### config.mk
export PLATFORM = sky130hd
export DESIGN_NAME = tx_stat_bank
export DESIGN_NICKNAME = d
export VERILOG_FILES = /design/src/rtl/tx_stat_pkg.sv /design/src/rtl/txs_classify.sv /design/src/rtl/txs_port_bank.sv /design/src/rtl/txs_read_mux.sv /design/src/rtl/tx_stat_bank.sv
export SDC_FILE = /design/constraint.sdc
export NUM_CORES = 2
export LEC_CHECK = 0
export BUFFER_PORTS_ARGS = -buffer_cell sky130_fd_sc_hd__buf_2
export CAP_MARGIN = 30
export CORE_ASPECT_RATIO = 1.1
export CORE_MARGIN = 8
export CORE_UTILIZATION = 50
export CTS_CLUSTER_SIZE = 25
export DETAILED_ROUTE_END_ITERATION = 6
export MAX_ROUTING_LAYER = met4
export PLACE_DENSITY = 0.66
export SYNTH_ARGS = -nofsm -noshare
export SYNTH_HDL_FRONTEND = slang
export SYNTH_SLANG_ARGS = --single-unit
### constraint.sdc
create_clock -name clk -period 3.9 [get_ports clk]
set_input_delay 0.78 -clock clk [delete_from_list [all_inputs] [get_ports clk]]
set_output_delay 0.78 -clock clk [all_outputs]
set_load 0.02 [all_outputs]
### src/rtl/tx_stat_pkg.sv
package tx_stat_pkg;

  // counter index map seen by software
  localparam int C_DEFER  = 0;
  localparam int C_PAUSE  = 1;
  localparam int C_GOOD   = 2;
  localparam int C_BCAST  = 3;
  localparam int C_RUNT   = 4;
  localparam int C_B64    = 5;
  localparam int C_B1024  = 10;
  localparam int C_BYTES  = 11;
  localparam int NUM_FRAME_CNT = 11;
  localparam int NUM_CNT  = 12;
  localparam int NUM_BAND = 6;
  localparam int MIN_FRAME = 64;

  localparam logic [15:0] PAUSE_ETYPE  = 16'h8808;
  localparam logic [15:0] PAUSE_OPCODE = 16'h0001;

  typedef logic [NUM_BAND-1:0] band_t;

  function automatic logic is_pause(input logic [15:0] et, input logic [15:0] op);
    return (et == PAUSE_ETYPE) && (op == PAUSE_OPCODE);
  endfunction

  function automatic logic is_bcast(input logic [47:0] da);
    return &da;
  endfunction

  // one-hot band for lengths of MIN_FRAME and above, zero below
  function automatic band_t band_of(input int unsigned n);
    band_t b;
    b = '0;
    if (n == MIN_FRAME)      b[0] = 1'b1;
    else if (n > MIN_FRAME) begin
      if (n < 128)           b[1] = 1'b1;
      else if (n < 256)      b[2] = 1'b1;
      else if (n < 512)      b[3] = 1'b1;
      else if (n < 1024)     b[4] = 1'b1;
      else                   b[5] = 1'b1;
    end
    return b;
  endfunction

endpackage

### src/rtl/txs_classify.sv
module txs_classify
  import tx_stat_pkg::*;
#(
  parameter int LEN_W = 14
) (
  input  logic                     clk,
  input  logic                     rst_n,
  input  logic                     valid,
  input  logic                     ok,
  input  logic                     deferred,
  input  logic [LEN_W-1:0]         len,
  input  logic [47:0]              dest,
  input  logic [15:0]              etype,
  input  logic [15:0]              opcode,
  output logic [NUM_FRAME_CNT-1:0] inc_vec,
  output logic                     add_bytes
);

  logic  good;
  logic  runt;
  band_t band;

  always_comb begin
    good = valid && ok;
    runt = good && (32'(len) < MIN_FRAME);
    band = (good && !runt) ? band_of(32'(len)) : '0;

    inc_vec                    = '0;
    inc_vec[C_DEFER]           = valid && deferred;
    inc_vec[C_PAUSE]           = good && is_pause(etype, opcode);
    inc_vec[C_GOOD]            = good;
    inc_vec[C_BCAST]           = good && is_bcast(dest);
    inc_vec[C_RUNT]            = runt;
    inc_vec[C_B1024:C_B64]     = band;
    add_bytes                  = good;
  end

  assert_band_single_R7: assert property (@(posedge clk) disable iff (!rst_n)
    (valid && ok && (32'(len) >= MIN_FRAME)) |-> ($countones(inc_vec[C_B1024:C_B64]) == 1));

  assert_runt_no_band_R6: assert property (@(posedge clk) disable iff (!rst_n)
    inc_vec[C_RUNT] |-> (inc_vec[C_B1024:C_B64] == '0));

  assert_fail_only_defer_R9: assert property (@(posedge clk) disable iff (!rst_n)
    (valid && !ok) |-> ((inc_vec[C_BYTES-1:C_PAUSE] == '0) && !add_bytes));

endmodule

### src/rtl/txs_port_bank.sv
module txs_port_bank
  import tx_stat_pkg::*;
#(
  parameter int CNT_W  = 32,
  parameter int BYTE_W = 64,
  parameter int LEN_W  = 14
) (
  input  logic                                  clk,
  input  logic                                  rst_n,
  input  logic                                  hit,
  input  logic [NUM_FRAME_CNT-1:0]              inc_vec,
  input  logic                                  add_bytes,
  input  logic [LEN_W-1:0]                      len,
  output logic [NUM_FRAME_CNT-1:0][CNT_W-1:0]   frame_cnt,
  output logic [BYTE_W-1:0]                     byte_cnt
);

  logic [NUM_FRAME_CNT-1:0][CNT_W-1:0] cnt_q;
  logic [BYTE_W-1:0]                   bytes_q;

  always_ff @(posedge clk or negedge rst_n) begin
    if (!rst_n) begin
      cnt_q   <= '0;
      bytes_q <= '0;
    end else if (hit) begin
      for (int i = 0; i < NUM_FRAME_CNT; i++) begin
        if (inc_vec[i]) cnt_q[i] <= cnt_q[i] + CNT_W'(1);
      end
      if (add_bytes) bytes_q <= bytes_q + BYTE_W'(len);
    end
  end

  assign frame_cnt = cnt_q;
  assign byte_cnt  = bytes_q;

  for (genvar g = 0; g < NUM_FRAME_CNT; g++) begin : g_chk
    assert_step_wrap_R13: assert property (@(posedge clk) disable iff (!rst_n)
      (hit && inc_vec[g]) |=> (frame_cnt[g] == $past(frame_cnt[g]) + CNT_W'(1)));
    assert_hold_R10: assert property (@(posedge clk) disable iff (!rst_n)
      !(hit && inc_vec[g]) |=> $stable(frame_cnt[g]));
  end

  assert_bytes_add_R8: assert property (@(posedge clk) disable iff (!rst_n)
    (hit && add_bytes) |=> (byte_cnt == $past(byte_cnt) + BYTE_W'($past(len))));

  assert_bytes_hold_R9: assert property (@(posedge clk) disable iff (!rst_n)
    !(hit && add_bytes) |=> $stable(byte_cnt));

endmodule

### src/rtl/txs_read_mux.sv
module txs_read_mux
  import tx_stat_pkg::*;
#(
  parameter int NUM_PORTS = 3,
  parameter int PORT_W    = 2,
  parameter int CNT_W     = 32,
  parameter int BYTE_W    = 64
) (
  input  logic                                                 clk,
  input  logic                                                 rst_n,
  input  logic                                                 rd_en,
  input  logic [PORT_W-1:0]                                    rd_port,
  input  logic [3:0]                                           rd_idx,
  input  logic [NUM_PORTS-1:0][NUM_FRAME_CNT-1:0][CNT_W-1:0]   frame_all,
  input  logic [NUM_PORTS-1:0][BYTE_W-1:0]                     byte_all,
  output logic [BYTE_W-1:0]                                    rd_data
);

  logic [BYTE_W-1:0] sel;
  logic              bad_addr;

  always_comb begin
    sel      = '0;
    bad_addr = (32'(rd_port) >= NUM_PORTS) || (32'(rd_idx) >= NUM_CNT);
    for (int p = 0; p < NUM_PORTS; p++) begin
      if (32'(rd_port) == p) begin
        if (32'(rd_idx) < NUM_FRAME_CNT) sel = BYTE_W'(frame_all[p][rd_idx]);
        else if (32'(rd_idx) == C_BYTES) sel = byte_all[p];
      end
    end
  end

  always_ff @(posedge clk or negedge rst_n) begin
    if (!rst_n)     rd_data <= '0;
    else if (rd_en) rd_data <= sel;
  end

  assert_bad_addr_zero_R11: assert property (@(posedge clk) disable iff (!rst_n)
    (rd_en && bad_addr) |=> (rd_data == '0));

  assert_idle_hold_R11: assert property (@(posedge clk) disable iff (!rst_n)
    !rd_en |=> $stable(rd_data));

endmodule

### src/rtl/tx_stat_bank.sv
module tx_stat_bank
  import tx_stat_pkg::*;
#(
  parameter int NUM_PORTS = 3,
  parameter int CNT_W     = 32,
  parameter int BYTE_W    = 64,
  parameter int LEN_W     = 14,
  parameter int PORT_W    = (NUM_PORTS > 1) ? $clog2(NUM_PORTS) : 1
) (
  input  logic              clk,
  input  logic              rst_n,
  input  logic              st_valid,
  input  logic [PORT_W-1:0] st_port,
  input  logic [LEN_W-1:0]  st_len,
  input  logic              st_ok,
  input  logic              st_deferred,
  input  logic [47:0]       st_dest,
  input  logic [15:0]       st_etype,
  input  logic [15:0]       st_opcode,
  input  logic              rd_en,
  input  logic [PORT_W-1:0] rd_port,
  input  logic [3:0]        rd_idx,
  output logic [BYTE_W-1:0] rd_data
);

  logic [NUM_FRAME_CNT-1:0]                               inc_vec;
  logic                                                   add_bytes;
  logic [NUM_PORTS-1:0]                                   port_hit;
  logic [NUM_PORTS-1:0][NUM_FRAME_CNT-1:0][CNT_W-1:0]     frame_all;
  logic [NUM_PORTS-1:0][BYTE_W-1:0]                       byte_all;

  txs_classify #(.LEN_W(LEN_W)) u_cls (
    .clk       (clk),
    .rst_n     (rst_n),
    .valid     (st_valid),
    .ok        (st_ok),
    .deferred  (st_deferred),
    .len       (st_len),
    .dest      (st_dest),
    .etype     (st_etype),
    .opcode    (st_opcode),
    .inc_vec   (inc_vec),
    .add_bytes (add_bytes)
  );

  for (genvar p = 0; p < NUM_PORTS; p++) begin : g_port
    assign port_hit[p] = st_valid && (32'(st_port) == p);

    txs_port_bank #(.CNT_W(CNT_W), .BYTE_W(BYTE_W), .LEN_W(LEN_W)) u_bank (
      .clk       (clk),
      .rst_n     (rst_n),
      .hit       (port_hit[p]),
      .inc_vec   (inc_vec),
      .add_bytes (add_bytes),
      .len       (st_len),
      .frame_cnt (frame_all[p]),
      .byte_cnt  (byte_all[p])
    );
  end

  txs_read_mux #(
    .NUM_PORTS (NUM_PORTS),
    .PORT_W    (PORT_W),
    .CNT_W     (CNT_W),
    .BYTE_W    (BYTE_W)
  ) u_rd (
    .clk       (clk),
    .rst_n     (rst_n),
    .rd_en     (rd_en),
    .rd_port   (rd_port),
    .rd_idx    (rd_idx),
    .frame_all (frame_all),
    .byte_all  (byte_all),
    .rd_data   (rd_data)
  );

  assert_one_port_R10: assert property (@(posedge clk) disable iff (!rst_n)
    $onehot0(port_hit));

  assert_bad_port_ignored_R10: assert property (@(posedge clk) disable iff (!rst_n)
    (st_valid && (32'(st_port) >= NUM_PORTS)) |-> (port_hit == '0));

endmodule

==> impl_metrics.csv <==
group,metric,value,unit
drt,routed_wirelength,201000,µm
timing,timing.final.setup_violations,0,
yosys,synth_top_cell_by_area,"sky130_fd_sc_hd__dfrtp_1",
grt,maximum_number_of_pins_on_one_net_before_global_route_repair,116,
yosys,post_synth_most_frequent_cells,"sky130_fd_sc_hd__dfrtp_1, sky130_fd_sc_hd__xnor2_1, sky130_fd_sc_hd__nand2_1",
yosys,synth_nets,6552,
drt,drcViolationCount,0,
yosys,muxShareOfSynthArea,0.108,
yosys,ys_ff_latch,1312,
setup_path,critical_path_class,"in2reg",
setup_path,timing.critical_path.from_type,"input port",
clock_network,max-clock-path-buffers,3,
yosys,synth-warning-count,0,
floorplanning,overall_die_width,369,µm
grt,gr-usage-met3,0.0445,
cells_and_area,storage_cell_area,0.0328,mm²
cells_and_area,multiInputGateArea,0.0344,mm²
grt,overflow,0,
setup_path,setup.worst_path.end_class,"register",
floorplanning,core_area,0.136,mm²
floorplanning,floorplan.io_pins,172,
clock_network,cts.clk_slew.worst_paths,0.06,ns
floorplanning,floorplan.die_area,0.149,mm²
drt,routedWlPerCell,23.3,µm
clock_network,cts.htree.levels,4,
yosys,number_of_different_library_cells_in_the_post_synthesis_netlist,76,
drt,routed-via-count,51124,
placed_design,numPortBuffers,171,
cells_and_area,final_layout_size_suffix_gt1_frac,0.139,
timing,finalHoldViolations,0,
floorplanning,dieHeight,404,µm
timing,setup-tns-final,0,ns
drt,initial_drt_pass_iterations,6,
setup_path,critical_path.reg2reg.endpoint,"g_port[1].u_bank.byte_cnt[42]",
setup_path,timing.reg2reg.setup_slack,0.89,ns
yosys,largest_family_of_logic_cells_by_synthesized_area,"simple AND/OR/NAND/NOR gates",
yosys,synth_compound_gate_area_share,0.0385,
min_path,hold_start,"st_len[0]",
yosys,yosys.area_share.xor_xnor,0.154,
yosys,portion_of_the_post_synthesis_area_used_by_sequential_elements,0.479,
setup_path,r2r-start,"g_port[1].u_bank.byte_cnt[0]",
grt,antenna_found_initial,8,
grt,number_of_global_route_vias_before_repair,50746,
setup_path,worst-path-max-fanout,50,
setup_path,ff2ff_path_depth,9,
timing,hold_slack,0.431,ns
clock_network,cts_tree,"yes",
power_and_ir_drop,total_power,0.0324,W
status,run_status,"completed",
grt,global_route.usage.met1,0.373,
yosys,syn_avg_cell_area,10.8,µm²
timing,slew_headroom,0.316,
job,max-cap-violations,0,
placed_design,finalWeightedCongestion,0.980,
min_path,hold_depth,4,
power_and_ir_drop,cellPowerDensity,416,mW/mm²
timing,worst_pin_slew,1.03,ns
yosys,async_reset_ff_frac,1.00,
drt,viasPerCell,5.93,
grt,grt-busiest-layer,"met2",
grt,grtUsageTotal,0.276,
floorplanning,core.rowCount,142,
yosys,ys.flop_type,"sky130_fd_sc_hd__dfrtp_1",
grt,groute.layer.met2.usage,0.422,
clock_network,clock_sinks,1312,
yosys,postSynthCellCount,6366,
timing,grt_setup_unrepaired,"false",
timing,period_minus_slack,3.03,ns
placed_design,place_hpwl,153000,µm
cells_and_area,nFillCells,11529,
cells_and_area,areaGrowthSynthToFinish,13.8,%
min_path,hold_crit_path_type,"in2reg",
timing,final_max_slew_viol_count,0,
yosys,synthTopCellsByArea,"sky130_fd_sc_hd__dfrtp_1, sky130_fd_sc_hd__xnor2_1, sky130_fd_sc_hd__mux4_2",
yosys,synth_edf_count,0,
setup_path,crit_required,4.56,ns
yosys,yosys.area_share.adder,0.0146,
clock_network,worst_skew_pair.late_latency,0.79,ns
power_and_ir_drop,ir_worst_vdd,0.467,mV
yosys,yosys.area_share.simple,0.187,
floorplanning,floorplan.initialDensity,0.503,
power_and_ir_drop,p_leak,35.3,nW
cells_and_area,fin_nets,6890,
grt,grt_first_pass_wirelength,311000,µm
drt,final_antenna_net_count,0,
setup_path,critPathArrivalTime,3.69,ns
clock_network,cts_buffers,144,
yosys,yosys.cell_count.top_type,"sky130_fd_sc_hd__dfrtp_1",
min_path,holdPathEnd,"g_port[0].u_bank.byte_cnt[0]",
drt,detailed_router_s_first_iteration_violation_count,4388,
yosys,synth_top_area_share,0.479,
yosys,post_synth_instance_area,0.0685,mm²
timing,setup_skew,0.0260,ns
timing,clock.fmax,330,MHz
clock_network,clk_root_buffer_cell,"sky130_fd_sc_hd__clkbuf_16",
timing,fraction_of_the_cycle_the_final_worst_path_needs,0.776,
critical path: stages:
cell and delay (ns):
sky130_fd_sc_hd__buf_8 0.47, sky130_fd_sc_hd__buf_12 0.36, sky130_fd_sc_hd__buf_4 0.23, sky130_fd_sc_hd__mux4_2 0.36, sky130_fd_sc_hd__mux2i_1 0.55, sky130_fd_sc_hd__nor2_1 0.10
sky130_fd_sc_hd__a2111oi_0 0.47, sky130_fd_sc_hd__buf_4 0.23, sky130_fd_sc_hd__nor2_1 0.05
kinds of logic (layout without fill, tap and decap cells):
| family | count (synthesis) | in the layout |
|---|---|---|
| AND/OR/NAND/NOR | 2541 | 2541 |
| flip-flops | 1312 | 1312 |
| XOR/XNOR | 1205 | 1205 |
| multiplexers | 467 | 467 |
| AO/OA/AOI/OAI | 421 | 421 |
| buffers and inverters | 342 | 791 |
| adder cells (fa/ha/maj) | 78 | 78 |
| other | 0 | 6 |
placed cells by master (no fill, tap or decap), drive strengths merged, types with 40 or more instances in the layout:
cell / count
a21oi: 108
and2: 53
and3: 248
and4: 96
buf: 431
clkbuf: 211
dfrtp: 1312
ha: 75
inv: 107
mux2i: 222
mux4: 212
nand2: 635
nand3: 470
nand4: 278
nor2: 483
nor3: 116
nor4: 40
o21ai: 116
o22ai: 70
xnor2: 883
xor2: 322
flip-flops by register name, indices dropped and copies added (netlist names):
register	flops
u_rd.rd_data	64
g_port.u_bank.frame_cnt	1056
g_port.u_bank.byte_cnt	192
stage by stage:
step | instances | utilization | instance area, µm² | setup slack, ns
floorplan | 6366 | - | 68500 | 0.769
global placement | 8354 | 0.537 | 73000 | 0.201
detailed placement | 8355 | 0.537 | 73100 | 0.160
CTS | 8613 | 0.572 | 77900 | 0.887
global route | 8619 | 0.572 | 77900 | 0.690
finish | 8621 | 0.573 | 77900 | 0.873
metal layers:
metal,wire length [µm],share of wire
met1,86700,0.43
met2,93400,0.46
met5,0,0
met3,13000,0.065
met4,8190,0.041
layout make-up:
class / count / area share
Antenna cell: 6 / 0.000193
Clock buffer: 209 / 0.0538
Clock inverter: 48 / 0.00808
Inverter: 100 / 0.00482
Multi-Input combinational cell: 4712 / 0.441
Sequential cell: 1312 / 0.421
Tap cell: 1800 / 0.0289
Timing Repair Buffer: 434 / 0.0415
worst max-delay path by stage:
stage / endpoint / start / cells past startpoint / slack, ns
final: u_rd.rd_data[27] / rd_idx[1] / 9 / 0.87
after global routing: g_port[1].u_bank.byte_cnt[32] / g_port[1].u_bank.byte_cnt[0] / 9 / 0.69
after CTS: g_port[1].u_bank.byte_cnt[30] / g_port[1].u_bank.byte_cnt[0] / 9 / 0.89
after detailed placement: u_rd.rd_data[28] / rd_idx[1] / 9 / 0.16
after global placement: g_port[1].u_bank.byte_cnt[63] / st_len[9] / 10 / 0.20
after floorplan: u_rd.rd_data[28] / rd_idx[1] / 9 / 0.77
where the power goes:
group          switching, W  internal [W]  leakage [nW]
clock               0.00580       0.00822          2.35
sequential         0.000517        0.0140          18.0
combinational       0.00233       0.00149          15.0
total               0.00865        0.0237          35.3
what timing repair did:
item / CTS / global route
hold buffers: 1 / 0
setup buffers: 0 / 0
gates resized for setup: 0 / 0
endpoints found under the hold margin: 54 / 0
No activity file was read; power rests on OpenSTA's default activity.
